**config.mk**
```make
export PLATFORM = sky130hd
export DESIGN_NAME = vm_quota_ctrl
export DESIGN_NICKNAME = d
export VERILOG_FILES = /design/src/rtl/vmq_pkg.sv /design/src/rtl/vmq_divider.sv /design/src/rtl/vmq_gid_gen.sv /design/src/rtl/vmq_sweep.sv /design/src/rtl/vm_quota_ctrl.sv
export SDC_FILE = /design/constraint.sdc
export NUM_CORES = 1
export LEC_CHECK = 0
export BUFFER_PORTS_ARGS = -buffer_cell sky130_fd_sc_hd__buf_2
export CAP_MARGIN = 10
export CELL_PAD_IN_SITES_DETAIL_PLACEMENT = 2
export CELL_PAD_IN_SITES_GLOBAL_PLACEMENT = 2
export CORE_MARGIN = 10
export CORE_UTILIZATION = 36
export CTS_CLUSTER_DIAMETER = 150
export DETAILED_ROUTE_END_ITERATION = 8
export PLACE_DENSITY_LB_ADDON = 0.1
export SLEW_MARGIN = 10
export SYNTH_ARGS = -nofsm -noshare
export SYNTH_HDL_FRONTEND = slang
export SYNTH_SLANG_ARGS = --single-unit
```
**constraint.sdc**
```tcl
create_clock -name clk -period 2.6 [get_ports clk]
set_input_delay 0 -clock clk [delete_from_list [all_inputs] [get_ports clk]]
set_output_delay 0 -clock clk [all_outputs]
set_load 0.05 [all_outputs]
```
**src/rtl/vmq_pkg.sv**
```systemverilog
package vmq_pkg;
  localparam int ID_W = 6;

  typedef enum logic [2:0] {ST_OFF, ST_IDLE, ST_GID, ST_SWEEP, ST_DIV} ctl_state_e;

  // maximal-length 6-bit shift sequence, never reaches zero from a nonzero seed
  function automatic logic [ID_W-1:0] lfsr_step(input logic [ID_W-1:0] v);
    return {v[4:0], v[5] ^ v[4]};
  endfunction

  // per-domain quota: floor of limit over count, zero when nothing is active
  function automatic int unsigned quota_of(input int unsigned lim, input int unsigned cnt);
    return (cnt == 0) ? 0 : lim / cnt;
  endfunction
endpackage

```
**src/rtl/vmq_divider.sv**
```systemverilog
module vmq_divider #(
  parameter int W = 5
) (
  input  logic         clk,
  input  logic         rst_n,
  input  logic         start,
  input  logic [W-1:0] dividend,
  input  logic [W-1:0] divisor,
  output logic [W-1:0] quotient,
  output logic         done
);
  localparam int CW = $clog2(W + 1);

  logic [W:0]    rem;
  logic [W-1:0]  quo;
  logic [CW-1:0] cnt;
  logic          run;
  logic [W:0]    trial;

  assign trial    = {rem[W-1:0], quo[W-1]};
  assign quotient = quo;

  always_ff @(posedge clk or negedge rst_n) begin
    if (!rst_n) begin
      rem  <= '0;
      quo  <= '0;
      cnt  <= '0;
      run  <= 1'b0;
      done <= 1'b0;
    end else begin
      done <= 1'b0;
      if (start) begin
        rem <= '0;
        quo <= dividend;
        cnt <= CW'(W);
        run <= 1'b1;
      end else if (run) begin
        if (trial >= {1'b0, divisor}) begin
          rem <= trial - {1'b0, divisor};
          quo <= {quo[W-2:0], 1'b1};
        end else begin
          rem <= trial;
          quo <= {quo[W-2:0], 1'b0};
        end
        cnt <= cnt - 1'b1;
        if (cnt == CW'(1)) begin
          run  <= 1'b0;
          done <= 1'b1;
        end
      end
    end
  end
endmodule

```
**src/rtl/vmq_gid_gen.sv**
```systemverilog
module vmq_gid_gen
  import vmq_pkg::*;
#(
  parameter int SEED = 1
) (
  input  logic            clk,
  input  logic            rst_n,
  input  logic            start,
  input  logic            clr_en,
  input  logic [ID_W-1:0] clr_id,
  input  logic [ID_W-1:0] query_id,
  output logic            in_use,
  output logic            found,
  output logic [ID_W-1:0] gid
);
  localparam int NIDS = 1 << ID_W;

  logic [NIDS-1:0] used;
  logic [ID_W-1:0] lfsr;
  logic            run;

  assign in_use = used[query_id];

  always_ff @(posedge clk or negedge rst_n) begin
    if (!rst_n) begin
      used  <= '0;
      lfsr  <= ID_W'(SEED);
      run   <= 1'b0;
      found <= 1'b0;
      gid   <= '0;
    end else begin
      found <= 1'b0;
      lfsr  <= lfsr_step(lfsr);
      if (start) begin
        run <= 1'b1;
      end else if (run && !used[lfsr]) begin
        run        <= 1'b0;
        found      <= 1'b1;
        gid        <= lfsr;
        used[lfsr] <= 1'b1;
      end
      if (clr_en) used[clr_id] <= 1'b0;
    end
  end
endmodule

```
**src/rtl/vmq_sweep.sv**
```systemverilog
module vmq_sweep
  import vmq_pkg::*;
#(
  parameter int SEG_COUNT = 16,
  parameter int SEG_WORDS = 16,
  parameter int ADDR_W    = 8
) (
  input  logic                         clk,
  input  logic                         rst_n,
  input  logic                         start,
  input  logic [ID_W-1:0]              victim,
  input  logic                         asg_en,
  input  logic [$clog2(SEG_COUNT)-1:0] asg_seg,
  input  logic [ID_W-1:0]              asg_id,
  input  logic [$clog2(SEG_COUNT)-1:0] rd_seg,
  output logic [ID_W-1:0]              rd_owner,
  output logic                         mem_we,
  output logic [ADDR_W-1:0]            mem_addr,
  output logic                         done
);
  localparam int SIW = $clog2(SEG_COUNT);
  localparam int WW  = $clog2(SEG_WORDS);

  logic [ID_W-1:0] owner [SEG_COUNT];
  logic [ID_W-1:0] vic;
  logic [SIW-1:0]  seg;
  logic [WW-1:0]   word;
  logic            run;
  logic            hit;

  assign hit      = run && (owner[seg] == vic);
  assign mem_we   = hit;
  assign mem_addr = ADDR_W'({seg, word});
  assign rd_owner = owner[rd_seg];

  always_ff @(posedge clk or negedge rst_n) begin
    if (!rst_n) begin
      for (int i = 0; i < SEG_COUNT; i++) owner[i] <= '0;
      vic  <= '0;
      seg  <= '0;
      word <= '0;
      run  <= 1'b0;
      done <= 1'b0;
    end else begin
      done <= 1'b0;
      if (start) begin
        run  <= 1'b1;
        vic  <= victim;
        seg  <= '0;
        word <= '0;
      end else if (run) begin
        if (hit && word != WW'(SEG_WORDS - 1)) begin
          word <= word + 1'b1;
        end else begin
          if (hit) owner[seg] <= '0;
          word <= '0;
          if (seg == SIW'(SEG_COUNT - 1)) begin
            run  <= 1'b0;
            done <= 1'b1;
          end else begin
            seg <= seg + 1'b1;
          end
        end
      end
      if (asg_en) owner[asg_seg] <= asg_id;
    end
  end
endmodule

```
**src/rtl/vm_quota_ctrl.sv**
```systemverilog
module vm_quota_ctrl
  import vmq_pkg::*;
#(
  parameter int MEM_WORDS  = 256,
  parameter int SEG_WORDS  = 16,
  parameter int MAX_ACTIVE = 8,
  parameter int DATA_W     = 32
) (
  input  logic                                      clk,
  input  logic                                      rst_n,
  input  logic                                      boot,
  input  logic                                      launch_req,
  input  logic                                      halt_req,
  input  logic [5:0]                                halt_id,
  input  logic                                      asg_en,
  input  logic [$clog2(MEM_WORDS/SEG_WORDS)-1:0]    asg_seg,
  input  logic [5:0]                                asg_id,
  input  logic [$clog2(MEM_WORDS/SEG_WORDS)-1:0]    rd_seg,
  output logic [5:0]                                rd_owner,
  output logic [$clog2(MEM_WORDS/SEG_WORDS+1)-1:0]  seg_limit,
  output logic [$clog2(MEM_WORDS/SEG_WORDS+1)-1:0]  tot,
  output logic [$clog2(MEM_WORDS/SEG_WORDS+1)-1:0]  seg_max,
  output logic                                      busy,
  output logic                                      launch_ack,
  output logic [5:0]                                new_gid,
  output logic                                      launch_err,
  output logic                                      halt_done,
  output logic                                      halt_err,
  output logic                                      mem_we,
  output logic [$clog2(MEM_WORDS)-1:0]              mem_addr,
  output logic [DATA_W-1:0]                         mem_wdata
);
  localparam int SEG_COUNT = MEM_WORDS / SEG_WORDS;
  localparam int CNT_W     = $clog2(SEG_COUNT + 1);
  localparam int ADDR_W    = $clog2(MEM_WORDS);

  ctl_state_e      st;
  logic            div_go;
  logic [ID_W-1:0] vic_id;

  // named internal events
  logic            gid_start, gid_found, id_active;
  logic [ID_W-1:0] gid_val;
  logic            sweep_start, sweep_done;
  logic            div_done;
  logic [CNT_W-1:0] div_q;
  logic            launch_ok, halt_ok, asg_ok;

  assign busy        = (st == ST_GID) || (st == ST_SWEEP) || (st == ST_DIV);
  assign launch_ok   = tot < CNT_W'(MAX_ACTIVE);
  assign halt_ok     = (halt_id != '0) && (tot > CNT_W'(1)) && id_active;
  assign gid_start   = (st == ST_IDLE) && launch_req && launch_ok;
  assign sweep_start = (st == ST_IDLE) && !launch_req && halt_req && halt_ok;
  assign asg_ok      = asg_en && !busy;
  assign mem_wdata   = '0;

  vmq_gid_gen #(.SEED(1)) u_gid (
    .clk(clk), .rst_n(rst_n), .start(gid_start),
    .clr_en(sweep_done), .clr_id(vic_id), .query_id(halt_id),
    .in_use(id_active), .found(gid_found), .gid(gid_val)
  );

  vmq_sweep #(.SEG_COUNT(SEG_COUNT), .SEG_WORDS(SEG_WORDS), .ADDR_W(ADDR_W)) u_sweep (
    .clk(clk), .rst_n(rst_n), .start(sweep_start), .victim(halt_id),
    .asg_en(asg_ok), .asg_seg(asg_seg), .asg_id(asg_id),
    .rd_seg(rd_seg), .rd_owner(rd_owner),
    .mem_we(mem_we), .mem_addr(mem_addr), .done(sweep_done)
  );

  vmq_divider #(.W(CNT_W)) u_div (
    .clk(clk), .rst_n(rst_n), .start(div_go),
    .dividend(seg_limit), .divisor(tot),
    .quotient(div_q), .done(div_done)
  );

  always_ff @(posedge clk or negedge rst_n) begin
    if (!rst_n) begin
      st         <= ST_OFF;
      tot        <= '0;
      seg_limit  <= '0;
      seg_max    <= '0;
      div_go     <= 1'b0;
      vic_id     <= '0;
      new_gid    <= '0;
      launch_ack <= 1'b0;
      launch_err <= 1'b0;
      halt_done  <= 1'b0;
      halt_err   <= 1'b0;
    end else begin
      div_go     <= 1'b0;
      launch_ack <= 1'b0;
      launch_err <= 1'b0;
      halt_done  <= 1'b0;
      halt_err   <= 1'b0;
      unique case (st)
        ST_OFF: if (boot) begin
          seg_limit <= CNT_W'(SEG_COUNT);
          tot       <= CNT_W'(1);
          div_go    <= 1'b1;
          st        <= ST_DIV;
        end
        ST_IDLE: begin
          if (launch_req) begin
            if (launch_ok) st <= ST_GID;
            else           launch_err <= 1'b1;
          end else if (halt_req) begin
            if (halt_ok) begin
              vic_id <= halt_id;
              st     <= ST_SWEEP;
            end else begin
              halt_err <= 1'b1;
            end
          end
        end
        ST_GID: if (gid_found) begin
          tot        <= tot + 1'b1;
          new_gid    <= gid_val;
          launch_ack <= 1'b1;
          div_go     <= 1'b1;
          st         <= ST_DIV;
        end
        ST_SWEEP: if (sweep_done) begin
          tot       <= tot - 1'b1;
          halt_done <= 1'b1;
          div_go    <= 1'b1;
          st        <= ST_DIV;
        end
        ST_DIV: if (div_done) begin
          seg_max <= div_q;
          st      <= ST_IDLE;
        end
        default: st <= ST_OFF;
      endcase
    end
  end
endmodule

```
==> reports/metrics.yaml, run 1 <==
post-synth-top-area-cell: "dfrtp_1"
total_leakage_power_uw: 0.00727
achievable-frequency_ghz: 0.322
layout.area.seq_um2: 5910
number_of_flops_mapped_to_enable_cells_by_yosys: 0
antenna_found_initial: 2
timing_worst_setup_path_type: "reg -> reg"
synth.yosys.warnings: 0
floorplan.rows: 71
finalSetupViolations: 167
worst_hold_path_type: "in -> async"
violated_checks: "negative hold slack, negative setup slack"
synth-seq-area-share: 0.427
num_vias: 12800
cp_data_arrival_time_ns: 3.56
critical_path.slowest_cell: "mux4_2"
timing.final.crit_share: 1.19
synth.avg_cell_area_um2: 9.71
vdd_ir_drop_max_mv: 0.618
synthTopCellsByArea: "dfrtp_1, mux4_2, o21ai_0, nand2_1, o211ai_1"
cp_common_cell: "buf_12"
yosys.cell_count.top_type: "nand2_1"
worst-r2r-setup-slack_ns: -0.51
place_hpwl_mm: 40.7
timing.hold.ws_ns: -0.00900
track_usage: 0.249
endpoint_kind: "flip-flop"
clock_insertion_delay_at_the_later_pin_of_the_skew_report_ns: 0.57
setup_repair_after_global_routing_missed_its_margin: "yes"
synthesis.instances: 1426
synth_common_cells: "nand2_1, dfrtp_1, o21ai_0, a21oi_1, mux4_2"
timing.setup.tns_ns: -55.09
port_buffers: 62
finalWirelength_mm: 59.7
final_nets: 1663
tritoncts.num_buffers: 30
core_um2: 37800
yosys.cell_types.count: 71
hold_violations: 1
die_area_um2: 46700
ys_async_sr_fraction: 1.00
cp.buffers_inverters: 4
cts.clk_slew.worst_paths_ns: 0.06
antenna_left: 0
drt-pass1-iter-count: 5
remaining_drc_errors: 0
timing.clock.skew_ns: 0.0118
cts.sink_count: 236
wl_per_cell_um: 27.8
gp_routability_congestion: 0.877
max_cap_viol_count: 0
finalCriticalPeriod_ns: 3.11
maximum_number_of_pins_on_one_net_before_global_route_repair: 77
floorplan.initialDensity: 0.366
yosys_register_bits: 236
cts-root-buf: "clkbuf_16"
critPathMaxStageDelay_ns: 0.55
critical_path_peak_fanout: 11
layout-drive-gt1-share: 0.323
post_synth_instance_area_um2: 13800
grt_remaining_overflow: 0
area_growth_syn_to_layout_pct: 27.9
power-per-cell-area_nw_per_um2: 960
vias_per_cell: 5.94
h_tree_levels: 1
run_status: "finished with violations"
timing.slew.headroom: 0.450
critical_path.top_delay_family: "multiplexers"
critPathRequiredTime_ns: 3.05
cts_tree: "done"
multi_input_comb_area_um2: 7870
postLayoutSetupSlackWorst_ns: -0.507
slew_limit_fails: 0
via_count_of_the_first_global_routing_pass: 13900
worst_pin_slew_ns: 0.825
cp_cell_sequence: "buf_12, mux2_4, mux4_2, a21oi_2, nand4_1, o21ai_2, buf_4, nand4bb_4, buf_12, buf_12, nor2_4, o21ai_1"
final-instance-count-excl-fill: 2149
max-clock-path-buffers: 3
ioPinCount: 99
startpoint_type: "flip-flop"
first_pass_grt_wire_length_mm: 90.6
dp_cells: 2057
die_width_um: 216
nFillCells: 3958
drt_iter0_markers: 901
die_h_um: 216
final_core_density: 0.468
synth_top_area_share: 0.425
postSynth.topFlopCell: "dfrtp_1"
## layout by cell type, fill, tap and decap left out, drive strengths merged, types with 6 or more instances in the layout
cell / count
nand2: 261
buf: 246
dfrtp: 235
o21ai: 204
a21oi: 69
mux4: 66
nor2: 61
o211ai: 58
clkbuf: 44
mux2: 38
conb: 36
mux2i: 36
inv: 25
nor2b: 23
ha: 19
nor3: 19
nand3: 17
and3: 16
dlygate4sd3: 13
nand2b: 11
xor2: 10
o2111ai: 10
a22oi: 9
a211oi: 9
a21o: 8
a221oi: 8
nor3b: 7
xnor2: 7
a31oi: 6
nand4: 6
clkinv: 6
## final timing paths
check                                         endpoint                        from  cells after the start
hold / removal             u_sweep.owner[62]$_DFF_PN0_                       rst_n                      2
min in group clk                 vic_id[2]$_DFFE_PN0P_                  halt_id[2]                      3
setup reg to reg           u_sweep.owner[83]$_DFF_PN0_  u_sweep.seg[0]$_DFFE_PN0P_                     12
hold reg to reg             u_sweep.vic[0]$_DFFE_PN0P_  u_sweep.vic[0]$_DFFE_PN0P_                      2
max in group asynchronous      u_gid.lfsr[0]$_DFF_PN1_                       rst_n                      3
setup / recovery           u_sweep.owner[83]$_DFF_PN0_  u_sweep.seg[0]$_DFFE_PN0P_                     12
## registers in the layout (all words and copies together) (netlist names), 3 cells and up
name / cells
u_sweep.word: 4
new_gid: 6
u_div.cnt: 3
u_sweep.owner: 96
st: 3
u_sweep.seg: 4
u_gid.used: 64
u_gid.lfsr: 6
vic_id: 6
seg_max: 5
u_div.quotient: 5
u_sweep.vic: 6
u_div.rem: 5
tot: 5
u_gid.gid: 6
## final cells by class
cell class | instances | share of cell area
clock inverters | 8 | 0.00381
flip-flops and latches | 236 | 0.334
multi-input cells | 1065 | 0.444
well taps | 511 | 0.0361
diodes | 1 | 0.000141
repair buffers | 259 | 0.126
clock buffers | 44 | 0.0505
inverters | 25 | 0.00530
## routing by layer
layer  vias up  routed length [um]  track usage
met5         -                  13            0
met4         2                1350       0.0590
met3        87                3370       0.0401
met2       383               28500        0.401
met1      6836               26500        0.345
li1       5467                   -            -
## stage by stage
stage | power, uW | hold slack [ns] | setup WS, ns | instance area [um2]
after floorplan | 9580 | -0.296 | -0.203 | 14100
after global placement | 11900 | 0.0517 | -0.351 | 15700
after detailed placement | 12200 | 0.0452 | -0.420 | 15700
after CTS | 16800 | 0.00477 | -0.443 | 17400
after global routing | 17800 | -0.000626 | -0.548 | 17700
final | 17000 | -0.00900 | -0.507 | 17700
## report_power, final
part	internal, uW	switching (uW)
Sequential	4650	1120
Combinational	3200	3870
Clock	2450	1710
Total	10300	6700
## timing repair
action	4_1_cts	5_1_grt
pin swaps	67	16
setup endpoints to repair	179	192
resized for setup	164	61
hold buffers	13	0
cloned	7	0
hold endpoints to repair	306	0
setup buffers	13	14
## kinds of logic (layout without fill, tap and decap cells)
family,after synthesis,after routing,synth area share
AOI/OAI and AO/OA,407,407,0.175
and+or+nand+nor,445,445,0.147
xor gates and xnor gates,17,17,0.0108
other,1,37,0.000271
muxes,140,140,0.164
adders and majority gates,20,20,0.0186
DFF,236,236,0.427
buffers and inverters,160,336,0.0570
(Power assumes the default switching activity.)
==> run 2, diff against run 1 <==
--- a/config.mk
+++ b/config.mk
@@ -10,7 +10,7 @@
 export CELL_PAD_IN_SITES_DETAIL_PLACEMENT = 2
 export CELL_PAD_IN_SITES_GLOBAL_PLACEMENT = 2
 export CORE_MARGIN = 10
-export CORE_UTILIZATION = 36
+export CORE_UTILIZATION = 39
 export CTS_CLUSTER_DIAMETER = 150
 export DETAILED_ROUTE_END_ITERATION = 8
 export PLACE_DENSITY_LB_ADDON = 0.1
==> constraint.sdc (replaced) <==
create_clock -name clk -period 3.5 [get_ports clk]
set_input_delay 0 -clock clk [delete_from_list [all_inputs] [get_ports clk]]
set_output_delay 0 -clock clk [all_outputs]
set_load 0.05 [all_outputs]
==> reports/metrics.yaml, run 2 (synthesis gave the netlist of run 1 again) <==
worst_pin_slew_ns: 1.09  # was 0.825 ns
wl_per_cell_um: 26.9  # was 27.8 um
place_hpwl_mm: 36.5  # was 40.7 mm
cts-root-buf: "clkbuf_16"  # unchanged
timing.setup.tns_ns: 0  # was -55.09 ns
num_vias: 11800  # was 12800
final_nets: 1513  # was 1663
antenna_found_initial: 3  # was 2
max-clock-path-buffers: 3  # unchanged
slew_limit_fails: 0  # unchanged
final_cell_mix: "nand2_1, dfrtp_1, o21ai_0"  # was nand2_1, dfrtp_1, buf_4
largest_reg_flops: 96  # unchanged
worst_hold_path_type: "in -> async"  # unchanged
track_usage: 0.236  # was 0.249
endpoint_kind: "output pin"  # was flip-flop
regMostFlops: "u_sweep.owner"  # unchanged
port_buffers: 62  # unchanged
run_status: "complete, no violations"  # was finished with violations
setup_repair_after_global_routing_missed_its_margin: "yes"  # unchanged
area_growth_syn_to_layout_pct: 12.7  # was 27.9%
die_h_um: 208  # was 216 um
report.power.total_uw: 11400  # was 17000 uW
p_sw_frac: 0.393  # was 0.394
layout-drive-gt1-share: 0.182  # was 0.323
timing.final.crit_share: 0.964
timing_worst_setup_path_type: "reg -> out"  # was reg -> reg
layout_commonest_cell: "nand2_1"  # unchanged
floorplan.initialDensity: 0.398  # was 0.366
core_um2: 34800  # was 37800 um2
gp_routability_congestion: 0.845  # was 0.877
vias_per_cell: 6.07  # was 5.94
timing.clock.skew_ns: 0.0262  # was 0.0118 ns
cts.clk_slew.worst_paths_ns: 0.06  # about the same
grt_remaining_overflow: 0  # unchanged
area_of_all_placed_cells_without_fillers_um2: 15600  # was 17700 um2
cts.sink_count: 236  # unchanged
cts_tree: "done"  # unchanged
place_worst_setup_slack_ns: -0.0439  # was -0.420 ns
die_area_um2: 43400  # was 46700 um2
postLayoutSetupSlackWorst_ns: 0.127  # was -0.507 ns
critPathMaxStageDelay_ns: 0.55  # about the same
combinationalPowerShare: 0.355  # was 0.415
hold_violations: 0  # was 1
max_cap_viol_count: 0  # unchanged
clock_insertion_delay_at_the_later_pin_of_the_skew_report_ns: 0.57  # about the same
final_core_density: 0.448  # was 0.468
ioPinCount: 99  # unchanged
critical_path.top_delay_family: "multiplexers"  # unchanged
drt-pass1-iter-count: 5  # unchanged
finalCriticalPeriod_ns: 3.37
power-per-cell-area_nw_per_um2: 729  # was 960 nW/um2
cell_area_after_placement_um2: 14500  # was 15700 um2
nFillCells: 3710  # was 3958
largestRegisters: "u_sweep.owner x96, u_gid.used x64"  # unchanged
tritoncts.num_buffers: 29  # was 30
remaining_drc_errors: 0  # unchanged
finalWirelength_mm: 52.3  # was 59.7 mm
vdd_ir_drop_max_mv: 0.505  # was 0.618 mV
critical_path.slowest_cell: "dfrtp_2"  # was mux4_2
drt_iter0_markers: 890  # was 901
timing.slew.headroom: 0.266  # was 0.450
h_tree_levels: 1  # unchanged
total_switching_power_uw: 4470  # was 6700 uW
seq_power_share: 0.379  # was 0.340
critPathRequiredTime_ns: 3.50  # was 3.05 ns
critical_path_peak_fanout: 14  # was 11
internal-power_uw: 6900  # was 10300 uW
floorplan.rows: 68  # was 71
startpoint_type: "flip-flop"  # unchanged
antenna_left: 0  # unchanged
achievable-frequency_ghz: 0.296
cp_data_arrival_time_ns: 3.37  # was 3.56 ns
finalSetupViolations: 0  # was 167
die_width_um: 208  # was 216 um
cp_cell_sequence: "buf_4, mux2i_1, mux4_2, xor2_1, nand4_1, o21ai_4, nor2b_1, clkbuf_4"  # was buf_12, mux2_4, mux4_2, a21oi_2, nand4_1, o21ai_2, buf_4, nand4bb_4, buf_12, buf_12, nor2_4, o21ai_1
via_count_of_the_first_global_routing_pass: 12800  # was 13900
first_pass_grt_wire_length_mm: 81.6  # was 90.6 mm
maximum_number_of_pins_on_one_net_before_global_route_repair: 86  # was 77
total_leakage_power_uw: 0.00626  # was 0.00727 uW
clkPwrFrac: 0.266  # was 0.245
cp.buffers_inverters: 2  # was 4
## run 2: cell types whose count changed in the layout (fill, tap and decap cells not counted), moves of 8 or more
cell,previous run,this run
buf_6,11,1
o21ai_1,54,6
buf_12,17,4
buf_4,146,30
o21ai_2,63,0
o21ai_0,80,197
nor2_4,9,1
## run 2: layout make-up
cell class	instances	area (um2)	share of cell area
diodes	1	2.50	0.000160
well taps	455	569	0.0365
multi-input cells	1065	7310	0.468
repair buffers	110	769	0.0493
clock inverters	8	71.3	0.00457
inverters	25	93.8	0.00601
flip-flops and latches	236	5910	0.379
clock buffers	46	880	0.0564
## run 2: worst register-to-register path: cells and delay by family, from the launching register on
family,cells,cell delay (ns)
multiplexers,1,0.60
XOR/XNOR,1,0.16
AND/OR/NAND/NOR,4,1.05
flip-flops,1,0.55
AO/OA/AOI/OAI,2,0.30
buffers and inverters,2,0.56
## run 2: what timing repair did
action,CTS,global route
hold endpoints to repair,195,0
setup buffers,0,0
resized for setup,3,3
hold buffers,13,0
endpoints found under the setup margin,15,32
## run 2: stage by stage
step	std cells	hold WS [ns]
final	1946	0.0239
after global routing	1945	0.0805
after CTS	1945	0.0524
after detailed placement	1878	0.0663
after global placement	1878	0.0687
after floorplan	1461	-0.296
## run 2: power by group through the flow
stage	sequential [uW]	clock (uW)	combinational, uW
2_1_floorplan	4100	0	2820
6_report	4310	3030	4030
3_5_place_dp	4310	0	3970
4_1_cts	4280	3080	4020
3_3_place_gp	4270	0	3800
5_1_grt	4410	3210	4390
## run 2: final timing paths
check                                                start  slack (ns)  depth (start not counted)                           to
worst max-delay path            u_sweep.seg[0]$_DFFE_PN0P_        0.13                          8                       mem_we
worst min-delay path                                 rst_n        0.02                          2  u_sweep.owner[39]$_DFF_PN0_
worst max register to register  u_sweep.seg[0]$_DFFE_PN0P_        0.13                         10  u_sweep.owner[58]$_DFF_PN0_
worst min register to register      new_gid[2]$_DFFE_PN0P_        0.50                          1       new_gid[2]$_DFFE_PN0P_
max in group asynchronous                            rst_n        2.44                          3      u_gid.lfsr[0]$_DFF_PN1_
min in group clk                                asg_seg[2]        0.08                          5  u_sweep.owner[31]$_DFF_PN0_
## run 2: metal layers
metal	part of all wire	global-route usage	up-vias	routed length, um
met5	0	0	-	0
met4	0.019	0.0481	0	980
met1	0.45	0.330	6272	23800
met3	0.061	0.0419	67	3170
li1	-	-	5158	-
met2	0.47	0.374	312	24400
==> run 3, diff against run 2 <==
--- a/config.mk
+++ b/config.mk
@@ -7,10 +7,8 @@
 export LEC_CHECK = 0
 export BUFFER_PORTS_ARGS = -buffer_cell sky130_fd_sc_hd__buf_2
 export CAP_MARGIN = 10
-export CELL_PAD_IN_SITES_DETAIL_PLACEMENT = 2
-export CELL_PAD_IN_SITES_GLOBAL_PLACEMENT = 2
 export CORE_MARGIN = 10
-export CORE_UTILIZATION = 39
+export CORE_UTILIZATION = 50
 export CTS_CLUSTER_DIAMETER = 150
 export DETAILED_ROUTE_END_ITERATION = 8
 export PLACE_DENSITY_LB_ADDON = 0.1
@@ -18,3 +16,4 @@
 export SYNTH_ARGS = -nofsm -noshare
 export SYNTH_HDL_FRONTEND = slang
 export SYNTH_SLANG_ARGS = --single-unit
+export TNS_END_PERCENT = 10
==> constraint.sdc (replaced) <==
create_clock -name clk -period 3.5 [get_ports clk]
set_input_delay 0 -clock clk [delete_from_list [all_inputs] [get_ports clk]]
set_output_delay 0 -clock clk [all_outputs]
set_load 0.02 [all_outputs]
==> reports/metrics.yaml, run 3 (synthesis gave the netlist of run 1 again) <==
run_status: "complete, no violations"  # unchanged
reg2regPathDepth: 8  # was 10
die_area_um2: 34700  # was 43400 um2
setup_repair_after_global_routing_missed_its_margin: "no"  # was yes
via_count_of_the_first_global_routing_pass: 11300  # was 12800
launching_instance_or_port_of_the_critical_path: "u_sweep.seg[0]$_DFFE_PN0P_"  # unchanged
cts.sink_count: 236  # unchanged
h_tree_levels: 1  # unchanged
timing.final.crit_share: 0.934  # was 0.964
startpoint_type: "flip-flop"  # unchanged
final_nets: 1517  # was 1513
first_pass_grt_wire_length_mm: 66.7  # was 81.6 mm
cts-root-buf: "clkbuf_16"  # unchanged
worst_hold_path_type: "in -> async"  # unchanged
vias_per_cell: 6.21  # was 6.07
layout-drive-gt1-share: 0.184  # was 0.182
largest_reg_flops: 96  # unchanged
floorplan.initialDensity: 0.511  # was 0.398
critical_path_peak_fanout: 14  # unchanged
slew_limit_fails: 0  # unchanged
cts-resized-gates: 0  # was 3
final_cell_mix: "nand2_1, dfrtp_1, o21ai_0"  # unchanged
layout_commonest_cell: "nand2_1"  # unchanged
antenna_left: 0  # unchanged
wl_per_cell_um: 22.6  # was 26.9 um
floorplan.rows: 60  # was 68
grt_remaining_overflow: 0  # unchanged
achievable-frequency_ghz: 0.306  # was 0.296 GHz
timing.clock.skew_ns: 0.00733  # was 0.0262 ns
die_h_um: 186  # was 208 um
core_um2: 27100  # was 34800 um2
worst_pin_slew_ns: 1.00  # was 1.09 ns
track_usage: 0.236  # about the same
port_buffers: 62  # unchanged
timing.setup.tns_ns: 0  # unchanged
endpoint_kind: "output pin"  # unchanged
antenna_found_initial: 0  # was 3
max-clock-path-buffers: 3  # unchanged
drt-pass1-iter-count: 5  # unchanged
cp_data_arrival_time_ns: 3.27  # was 3.37 ns
timing_worst_setup_path_type: "reg -> out"  # unchanged
drt_iter0_markers: 1174  # was 890
largestRegisters: "u_sweep.owner x96, u_gid.used x64"  # unchanged
nFillCells: 2385  # was 3710
crit-reg2reg-launch: "u_sweep.seg[0]$_DFFE_PN0P_"  # unchanged
finalCriticalPeriod_ns: 3.27  # was 3.37 ns
vdd_ir_drop_max_mv: 0.372  # was 0.505 mV
finalWirelength_mm: 42.2  # was 52.3 mm
die_width_um: 186  # was 208 um
cell_area_after_placement_um2: 14500  # about the same
area_of_all_placed_cells_without_fillers_um2: 15500  # was 15600 um2
gp_routability_congestion: 0.928  # was 0.845
critPathRequiredTime_ns: 3.50  # about the same
cts.clk_slew.worst_paths_ns: 0.06  # about the same
area_growth_syn_to_layout_pct: 11.8  # was 12.7%
remaining_drc_errors: 0  # unchanged
maximum_number_of_pins_on_one_net_before_global_route_repair: 111  # was 86
ioPinCount: 99  # unchanged
insertedDiodeCount: 0  # was 1
power-per-cell-area_nw_per_um2: 692  # was 729 nW/um2
regToRegEndpoint: "u_sweep.seg[3]$_DFFE_PN0P_"  # was u_sweep.owner[58]$_DFF_PN0_
num_vias: 11600  # was 11800
regMostFlops: "u_sweep.owner"  # unchanged
tritoncts.num_buffers: 27  # was 29
worst-r2r-setup-slack_ns: 0.36  # was 0.13 ns
finalSetupViolations: 0  # unchanged
total_leakage_power_uw: 0.00627  # was 0.00626 uW
timing.slew.headroom: 0.333  # was 0.266
place_hpwl_mm: 28.8  # was 36.5 mm
timing.hold.ws_ns: 0.0673  # was 0.0239 ns
max_cap_viol_count: 0  # unchanged
clock_insertion_delay_at_the_later_pin_of_the_skew_report_ns: 0.53  # was 0.57 ns
hold_violations: 0  # unchanged
cts_tree: "done"  # unchanged
[run 3: cell types whose count changed in the layout (fill, tap and decap cells not counted), sizes merged]
cell,previous run,this run
clkinv,5,4
clkbuf,47,42
diode,1,0
buf,96,103
[run 3: cell type report]
type / instances / area, um2 / area share
multi-input combinational: 1065 / 7280 / 0.470
sequential: 236 / 5910 / 0.382
timing repair buffer: 116 / 846 / 0.0546
clock buffer: 42 / 822 / 0.0531
tap: 372 / 465 / 0.0301
inverter: 25 / 93.8 / 0.00606
clock inverter: 7 / 66.3 / 0.00428
[run 3: worst max-delay path by stage]
stage	end	slack (ns)	depth (start not counted)
5_1_grt	mem_we	0.07	9
2_1_floorplan	u_sweep.owner[90]$_DFF_PN0_	0.65	12
6_report	mem_we	0.23	8
4_1_cts	mem_we	0.22	8
3_3_place_gp	u_sweep.owner[44]$_DFF_PN0_	0.40	10
3_5_place_dp	u_sweep.owner[44]$_DFF_PN0_	0.37	9
[run 3: where the power goes]
group | internal, uW | total, uW | switching (uW)
combinational | 1710 | 3570 | 1860
sequential | 3450 | 4300 | 841
clock | 1680 | 2840 | 1160
total | 6850 | 10700 | 3860
[run 3: repair_timing]
action                    in CTS  in global routing
hold buffers                  13                  0
hold endpoints to repair     216                  0
setup buffers                  0                  0
[run 3: through the flow]
stage | power (uW) | worst slack [ns] | cells | util
final | 10700 | 0.230 | 1863 | 0.571
after global routing | 11300 | 0.0660 | 1863 | 0.571
after CTS | 10700 | 0.222 | 1863 | 0.571
after detailed placement | 7840 | 0.373 | 1801 | 0.534
after global placement | 7760 | 0.400 | 1801 | 0.534
after floorplan | 6620 | 0.650 | 1461 | -
[run 3: layer usage]
layer / GRT usage / part of all wire / vias to the layer above
met1: 0.316 / 0.42 / 5836
li1: - / - / 5187
met2: 0.380 / 0.47 / 457
met3: 0.0328 / 0.064 / 96
met4: 0.0919 / 0.037 / 0
met5: 0 / 0 / -
[run 3: worst max-delay path, cell delays in order (launching register included)]
cell and delay (ns):
dfrtp_2 0.68, mux2_2 0.40, mux4_2 0.53, a21oi_1 0.17, nand4_1 0.14, o21ai_2 0.17, buf_4 0.17, nor2b_1 0.24
buf_2 0.23
